--- config.mk ---
export PLATFORM = sky130hd
export DESIGN_NAME = spi_baud_sel
export DESIGN_NICKNAME = d
export VERILOG_FILES = /design/src/rtl/sbd_pkg.sv /design/src/rtl/sbd_divider.sv /design/src/rtl/sbd_step.sv /design/src/rtl/sbd_clkgen.sv /design/src/rtl/spi_baud_sel.sv
export SDC_FILE = /design/constraint.sdc
export NUM_CORES = 1
export LEC_CHECK = 0
export BUFFER_PORTS_ARGS = -buffer_cell sky130_fd_sc_hd__buf_2
export CAP_MARGIN = 25
export CORE_MARGIN = 2
export CORE_UTILIZATION = 41
export CTS_BUF_LIST = sky130_fd_sc_hd__clkbuf_16
export DETAILED_ROUTE_END_ITERATION = 8
export SLEW_MARGIN = 30
export SYNTH_ARGS = -nofsm -noshare
export SYNTH_HDL_FRONTEND = slang
export SYNTH_SLANG_ARGS = --single-unit
--- constraint.sdc ---
create_clock -name clk -period 5.05 [get_ports clk]
set_input_delay 0.7575 -clock clk [delete_from_list [all_inputs] [get_ports clk]]
set_output_delay 0.7575 -clock clk [all_outputs]
set_load 0.05 [all_outputs]
--- src/rtl/sbd_pkg.sv ---
`timescale 1ns/1ps
package sbd_pkg;
    localparam int DIV_W   = 2;
    localparam int BRG_W   = 6;
    localparam int BRG_LO  = 4;
    localparam int BRG_HI  = 63;
    localparam int Q_LIMIT = BRG_HI + 1;

    typedef enum logic [1:0] {
        ST_IDLE   = 2'd0,
        ST_DIVIDE = 2'd1,
        ST_SEARCH = 2'd2
    } sel_state_e;

    typedef struct packed {
        sel_state_e       state;
        logic [DIV_W-1:0] idx;
        logic [DIV_W-1:0] div;
        logic [BRG_W-1:0] brg;
        logic             done;
    } sel_reg_t;
endpackage

--- src/rtl/sbd_divider.sv ---
`timescale 1ns/1ps
// Iterative restoring divider: one quotient bit per cycle, W cycles per result.
module sbd_divider #(
    parameter int W = 32
) (
    input  logic         clk,
    input  logic         rst_n,
    input  logic         start,
    input  logic [W-1:0] dividend,
    input  logic [W-1:0] divisor,
    output logic         valid,
    output logic [W-1:0] quotient
);
    localparam int CW = (W > 1) ? $clog2(W) : 1;

    typedef struct packed {
        logic [W-1:0]  rem;
        logic [W-1:0]  quo;
        logic [W-1:0]  dvs;
        logic [CW-1:0] cnt;
        logic          busy;
        logic          valid;
    } div_reg_t;

    div_reg_t     r_q, r_d;
    logic [W+1:0] trial;

    always_comb begin
        r_d       = r_q;
        r_d.valid = 1'b0;
        trial     = {1'b0, r_q.rem, r_q.quo[W-1]} - {2'b00, r_q.dvs};
        if (!r_q.busy) begin
            if (start) begin
                r_d.rem  = '0;
                r_d.quo  = dividend;
                r_d.dvs  = divisor;
                r_d.cnt  = '0;
                r_d.busy = 1'b1;
            end
        end else begin
            if (!trial[W+1]) begin
                r_d.rem = trial[W-1:0];
                r_d.quo = {r_q.quo[W-2:0], 1'b1};
            end else begin
                r_d.rem = {r_q.rem[W-2:0], r_q.quo[W-1]};
                r_d.quo = {r_q.quo[W-2:0], 1'b0};
            end
            r_d.cnt = r_q.cnt + 1'b1;
            if (r_q.cnt == CW'(W-1)) begin
                r_d.busy  = 1'b0;
                r_d.valid = 1'b1;
            end
        end
    end

    always_ff @(posedge clk or negedge rst_n) begin
        if (!rst_n) r_q <= '0;
        else        r_q <= r_d;
    end

    assign valid    = r_q.valid;
    assign quotient = r_q.quo;
endmodule

--- src/rtl/sbd_step.sv ---
`timescale 1ns/1ps
// One search step: judges the fine count for a given prescaler code.
module sbd_step
    import sbd_pkg::*;
#(
    parameter int W = 32
) (
    input  logic [W-1:0]     quot,
    input  logic [DIV_W-1:0] idx,
    output logic             accept,
    output logic [DIV_W-1:0] div_pick,
    output logic [BRG_W-1:0] brg_pick
);
    logic [W-1:0] q;

    always_comb begin
        q        = quot >> (32'(idx) + 32'd2);
        accept   = 1'b0;
        div_pick = idx;
        brg_pick = BRG_W'(BRG_LO);
        if (idx == '0 && q < W'(BRG_LO + 1)) begin
            accept   = 1'b1;                       // too fast: fastest legal
            div_pick = '0;
            brg_pick = BRG_W'(BRG_LO);
        end else if (q <= W'(Q_LIMIT)) begin
            accept   = 1'b1;
            brg_pick = q[BRG_W-1:0] - 1'b1;
        end else if (idx == DIV_W'(3)) begin
            accept   = 1'b1;                       // too slow: slowest legal
            div_pick = DIV_W'(3);
            brg_pick = BRG_W'(BRG_HI);
        end
    end
endmodule

--- src/rtl/sbd_clkgen.sv ---
`timescale 1ns/1ps
// Tick every (brg+1) << (div+1) cycles; serial clock toggles per tick.
module sbd_clkgen
    import sbd_pkg::*;
(
    input  logic             clk,
    input  logic             rst_n,
    input  logic             restart,
    input  logic [DIV_W-1:0] div,
    input  logic [BRG_W-1:0] brg,
    output logic             tick,
    output logic             sclk
);
    localparam int CNT_W = BRG_W + (1 << DIV_W) + 1;

    typedef struct packed {
        logic [CNT_W-1:0] cnt;
        logic             sclk;
    } gen_reg_t;

    gen_reg_t         r_q, r_d;
    logic [CNT_W-1:0] period_m1;

    always_comb begin
        period_m1 = ((CNT_W'(brg) + 1'b1) << ({1'b0, div} + 3'd1)) - 1'b1;
        tick      = (r_q.cnt >= period_m1);
        r_d       = r_q;
        if (tick)            r_d.sclk = ~r_q.sclk;
        if (tick || restart) r_d.cnt  = '0;
        else                 r_d.cnt  = r_q.cnt + 1'b1;
    end

    always_ff @(posedge clk or negedge rst_n) begin
        if (!rst_n) r_q <= '0;
        else        r_q <= r_d;
    end

    assign sclk = r_q.sclk;
endmodule

--- src/rtl/spi_baud_sel.sv ---
`timescale 1ns/1ps
module spi_baud_sel
    import sbd_pkg::*;
#(
    parameter int MAIN_HZ = 100_000_000,
    parameter int RATE_W  = 32
) (
    input  logic              clk,
    input  logic              rst_n,
    input  logic              start,
    input  logic [RATE_W-1:0] rate,
    output logic [1:0]        div_sel,
    output logic [5:0]        brg_sel,
    output logic              done,
    output logic [RATE_W-1:0] rate_min,
    output logic [RATE_W-1:0] rate_max,
    output logic              sclk_tick,
    output logic              sclk
);
    localparam int FAST_DIVISOR = 2 * 2 * (BRG_LO + 1);
    localparam int SLOW_DIVISOR = (2 << 3) * 2 * (BRG_HI + 1) + 1;

    sel_reg_t          r_q, r_d;
    logic              div_go;
    logic              div_valid;
    logic [RATE_W-1:0] quot;
    logic              step_ok;
    logic [DIV_W-1:0]  step_div;
    logic [BRG_W-1:0]  step_brg;

    sbd_divider #(.W(RATE_W)) u_div (
        .clk      (clk),
        .rst_n    (rst_n),
        .start    (div_go),
        .dividend (RATE_W'(MAIN_HZ)),
        .divisor  (rate),
        .valid    (div_valid),
        .quotient (quot)
    );

    sbd_step #(.W(RATE_W)) u_step (
        .quot     (quot),
        .idx      (r_q.idx),
        .accept   (step_ok),
        .div_pick (step_div),
        .brg_pick (step_brg)
    );

    sbd_clkgen u_gen (
        .clk     (clk),
        .rst_n   (rst_n),
        .restart (r_q.done),
        .div     (r_q.div),
        .brg     (r_q.brg),
        .tick    (sclk_tick),
        .sclk    (sclk)
    );

    always_comb begin
        r_d      = r_q;
        r_d.done = 1'b0;
        div_go   = 1'b0;
        unique case (r_q.state)
            ST_IDLE: begin
                if (start) begin
                    div_go    = 1'b1;
                    r_d.state = ST_DIVIDE;
                end
            end
            ST_DIVIDE: begin
                if (div_valid) begin
                    r_d.state = ST_SEARCH;
                    r_d.idx   = '0;
                end
            end
            ST_SEARCH: begin
                if (step_ok) begin
                    r_d.div   = step_div;
                    r_d.brg   = step_brg;
                    r_d.done  = 1'b1;
                    r_d.state = ST_IDLE;
                end else begin
                    r_d.idx = r_q.idx + 1'b1;
                end
            end
            default: r_d.state = ST_IDLE;
        endcase
    end

    always_ff @(posedge clk or negedge rst_n) begin
        if (!rst_n) begin
            r_q       <= '0;
            r_q.state <= ST_IDLE;
            r_q.brg   <= BRG_W'(BRG_LO);
        end else begin
            r_q <= r_d;
        end
    end

    assign div_sel  = r_q.div;
    assign brg_sel  = r_q.brg;
    assign done     = r_q.done;
    assign rate_max = RATE_W'(MAIN_HZ / FAST_DIVISOR);
    assign rate_min = RATE_W'(MAIN_HZ / SLOW_DIVISOR + 1);
endmodule

; Word level (Yosys, flattened, before mapping)
; Cells that the tools add are included.
[word_totals]
register_bits = 128
out_inout_bits = 75
[op_classes]
add_sub_neg = 9
n_lt_le_gt_ge = 3
eq_ne = 8
shifts = 2
n_mux = 26
n_bitwise = 2
n_reduce_logical = 10
[op_table]
columns = op, count
row1 = $mux W64, 2
row2 = $mux W102, 1
row3 = $sub A33 B32 Y34, 1
row4 = $le A32 B7 Y1 const B, 1
row5 = $lt A32 B3 Y1 const B, 1
row6 = $shr A32 B32 Y32, 1
row7 = $mux W6, 4
row8 = $mux W2, 7
row9 = $add A11 B1 Y11 const B, 1
row10 = $ge A11 B11 Y1, 1
row11 = $mux W11, 1
row12 = $shl A11 B3 Y11, 1
row13 = $sub A11 B1 Y11 const B, 1
row14 = $mux W1, 8
row15 = $add A6 B1 Y7 const B, 1
row16 = $ne A2 B2 Y1 const B, 3
row17 = $pmux W2 S3, 1
row18 = $reduce_and A3 Y1, 2
row19 = $sub A6 B1 Y6 const B, 1
row20 = $add A5 B1 Y5 const B, 1
row21 = $eq A5 B5 Y1 const B, 1
row22 = $eq A2 B2 Y1 const B, 2
row23 = $logic_not A2 Y1, 2
row24 = $mux W4, 1
row25 = 11 further kinds, 14

; Depth between registers and ports, before layout
[logic_depth]
depth_word = 7
depth_mapped = 18

; Hierarchy
; A second synthesis with hierarchy kept.
[unflattened]
cells_unflattened = 1161
hier_area_um2 = 10005.8
[modules_own_cells]
columns = module, instances, cells_per_inst, area_each_um2
row1 = sbd_divider, 1, 751, 6617.6
row2 = sbd_clkgen, 1, 193, 1540.2
row3 = spi_baud_sel, 1, 114, 1103.6
row4 = sbd_step, 1, 103, 744.5

; Worst setup path after synthesis
; Ideal clock, no wire load.
[synth_timing]
path_type = flip-flop to output port
startpoint = register r_q, in the netlist div_sel[0]
endpoint = output sclk_tick
arrival_ps = 3872
slack_ps = 420
stages_incl_launch_ff = 18
path_buffers = 2
cell_sequence = dfrtp_1 -> ha_1 -> buf_6 -> mux2_4 -> o22ai_2 -> a21oi_1 -> mux2_2 -> a22oi_4 -> or3b_4 -> nor3b_2 -> xnor2_1 -> ha_1 -> o21ai_0 -> nand2b_1 -> a21oi_1 -> a21oi_1 -> a31o_2 -> clkbuf_1
[synth_via]
elab_chain_len = 4
[synth_lines]
columns = item, line
row1 = start: declaration, spi_baud_sel.sv:23  ; sel_reg_t r_q, r_d;
row2 = start signal: assignment, spi_baud_sel.sv:96  ; r_q <= r_d;
row3 = $add A2 B1 Y3, sbd_clkgen.sv:25  ; period_m1 = ((CNT_W'(brg) + 1'b1) << ({1'b0, div} + 3'd1)) - 1'b1;
row4 = $shl A11 B3 Y11, sbd_clkgen.sv:25
row5 = $sub A11 B1 Y11, sbd_clkgen.sv:25
row6 = $ge A11 B11 Y1, sbd_clkgen.sv:26  ; tick = (r_q.cnt >= period_m1);
row7 = end: declaration, spi_baud_sel.sv:17  ; output logic sclk_tick,
; Every way passes these cells.

; Final worst setup path
[layout_timing]
startpoint = register r_q, in the netlist div_sel[1]
endpoint = output sclk_tick
; Same word-level chain as after synthesis.

==> results.tsv <==
metric	value	unit
die_w	150	microns
synth-seq-area-share	36.8	%
track_usage	17.0	%
grt_pass1_vias	6462	
p_leak	4.31	nW
grt_start_max_net_pins	99	
cts_root_buf	clkbuf_16	
h-tree-depth	4	
setup_viol	0	
ys_types	74	
synth-main-ff-cell	dfrtp_1	
core-area	0.0210	sq mm
avgViaCountPerCell	5.17	
syn_area_per_cell	8.97	sq um
min_path_type	primary input to asynchronous set/reset pin	
drt-met1-wl	8530	microns
die_h	150	microns
drt_first_iter_violations	270	
fillers	2102	
synthArstFlopShare	100	%
clock_latency	0.42	ns
place_ws	0.503	ns
met3_length	607	microns
arrival	4.04	ns
cp_data_required_time	4.29	ns
fin_ws	0.250	ns
ys_warn_count	0	
fin_crit_sh	95.1	%
dr.pass1.iters	4	
cts.path.max_buffers	2	
grt_antenna_before_repair	0	
synth_top_area_cell	dfrtp_1	
start_util	41.6	%
synth_area_leaders	dfrtp_1 36%, ha_1 7.5%, buf_4 6.3%, nand2_1 3.9%, a22o_1 3.8%	
vias	6590	
ant_nets	0	
crit_buf_inv	1	
dieArea	0.0224	sq mm
cts_tree	yes	
totalWireLength	17600	microns
io_buffers	45	
cp_common_cell	a21oi_1	
vdd_drop_max	0.000299	V
clkTransAtPathRegs	0.05	ns
yosysTopAreaCellShare	36.5	%
n_antenna_cell	0	
nets	1075	
grt-ovfl-total	0	
top_layer_used	met4	
met2RoutedLength	8290	microns
hpwl	12600	microns
path_cells	ha_1 > mux2_4 > o22ai_2 > a21oi_1 > mux2_2 > a22oi_4 > or3b_4 > nor3b_4 > xnor2_1 > ha_1 > o21ai_0 > nand2b_1 > a21oi_1 > a21oi_1 > a31o_4 > buf_4	
syn2layout_area_growth	8.45	%
synth_edf_count	0	
crit_path_max_fanout	13	
fin_crit	4.80	ns
endpoint_kind	output pin	
max-slew-margin-rel	47.9	%
drc_errors	0	
synth_area	0.00871	sq mm
tns	0	ns
cts_buffers	17	
critPathMaxStageDelay	0.43	ns
cp-start-kind	flop	
post_drt_wl_per_cell	13.8	microns
fin_skew	0.0103	ns
gp_routability_congestion	0.846	
drv_cap	0	
num_rows	53	
fmaxAchievable	0.208	GHz
tightest_slew	0.782	ns
netlist_instances	971	
grt_pass1_wl	31000	microns
ios	110	
power.density	712	mW/mm^2
drive_gt1_share	11.8	%
cts_setup_buffers	0	
cts_sinks	128	
rsz0062_at_grt	no	
crit_type	flop to output pin	
slew_violations	0	
ys_seq_elements	128	
hold_viol_final	0	
status	complete, no violations	
worst_path_max_delay_cell	or3b_4	
critical-path-top-delay-family	compound AO/OA/AOI/OAI gates	
==> power breakdown <==
part | internal (W) | total (W) | switching, W
Sequential | 0.00148 | 0.00178 | 0.000303
Clock | 0.000753 | 0.00118 | 0.000423
Combinational | 0.00172 | 0.00377 | 0.00205
==> worst reg2reg max path: cells and delay by family (launching register included) <==
kind / cells / cell delay (ns)
compound gates: 7 / 0.99
xor+xnor: 1 / 0.14
fa+ha+maj: 2 / 0.57
flops: 1 / 0.40
mux: 2 / 0.60
simple gates: 4 / 0.91
==> final cells by class <==
type | instances | area, sq um | area share (%)
Clock buffer | 17 | 425 | 4.50
Clock inverter | 14 | 134 | 1.42
Inverter | 64 | 240 | 2.54
Sequential cell | 128 | 3210 | 33.9
Multi-Input combinational cell | 723 | 4800 | 50.8
Tap cell | 275 | 344 | 3.64
Timing Repair Buffer | 53 | 300 | 3.18
==> sequential cells by signal, summed over array words and instances (netlist names) <==
register,count
done,1
div_sel,2
brg_sel,6
u_gen.sclk,1
r_q,4
u_div.r_q,70
u_gen.r_q,11
u_div.quotient,32
u_div.valid,1
==> synthesized netlist by cell type, types with 5 or more instances <==
library cell  count
nand3b_1          8
xnor2_1          23
mux2_2           19
xor2_1           28
nor4_1            6
a22oi_1           7
o221ai_1          5
mux2i_1          12
nor2b_1           7
o211ai_1         10
a21oi_1          55
nor3_1           19
nand2_1          90
clkbuf_1         27
a21o_1           20
o21ai_0          64
buf_4            73
ha_1             52
buf_2            12
nor2_1           51
a211oi_1          9
a22o_1           38
nand3_1          34
and3_1           11
inv_1            62
o21bai_1          5
nand2b_1          8
dfrtp_1         127
o21a_1            5
==> path summary, 6_finish.rpt <==
path | startpoint | to | slack [ns] | cells past startpoint
max | div_sel[1] | sclk_tick | 0.25 | 16
min | rst_n | u_div.r_q[31] | 0.42 | 1
max reg2reg | div_sel[1] | u_gen.r_q[4] | 1.34 | 16
min reg2reg | u_gen.sclk | u_gen.sclk | 0.47 | 1
max in group asynchronous | rst_n | u_div.r_q[78] | 3.76 | 2
min in group clk | u_gen.sclk | u_gen.sclk | 0.47 | 1
==> metal layers <==
layer / GRT usage [%] / vias up
met1: 22.4 / 3139
met5: 0 / -
li1: - / 3339
met3: 3.78 / 15
met4: 4.72 / 0
met2: 28.2 / 97
==> metrics by stage <==
step                      util [%]  hold WS, ns  std cells  cell area, sq um  power, W
after floorplan                  -        0.448       1033              8940   0.00487
after global placement        42.3        0.466       1243              8860   0.00553
after detailed placement      42.3        0.467       1243              8860   0.00556
after CTS                     44.9        0.480       1274              9420   0.00678
after global routing          45.1        0.482       1274              9450   0.00736
final                         45.1        0.420       1274              9450   0.00672
==> cell families after synthesis <==
kind of cell	count (synthesis)	synth area share, %
AO/OA/AOI/OAI	264	20.6
XOR/XNOR	51	5.13
adder cells (fa/ha/maj)	53	7.70
buffers and inverters	182	11.3
flip-flops	128	36.8
multiplexers	33	4.14
other	2	0.0862
AND/OR/NAND/NOR	258	14.3
==> layout by cell type (no fill, tap or decap), types with 5 or more instances in the layout <==
cell type and instances:
nand2_1 90, buf_2 43, xnor2_1 23, o21bai_1 5, clkbuf_16 17, nor2_1 50, o21a_1 5, clkinv_1 6
mux2i_1 12, nand3b_1 8, dfrtp_1 125, a211oi_1 9, o221ai_1 5, mux2_2 19, a21oi_1 55, nor3_1 19
a21o_1 20, xor2_1 28, inv_1 65, o211ai_1 10, a22oi_1 7, o21ai_0 64, conb_1 64, ha_1 51
nand3_1 33, nor2b_1 6, nand2b_1 8, nor4_1 6, and3_1 11, buf_4 8, a22o_1 38
==> what timing repair did <==
item	CTS	global route
endpoints found under the setup margin	0	1
hold buffers	0	0
resized for setup	0	7
Note: power is estimated with default switching activity, not from simulation.
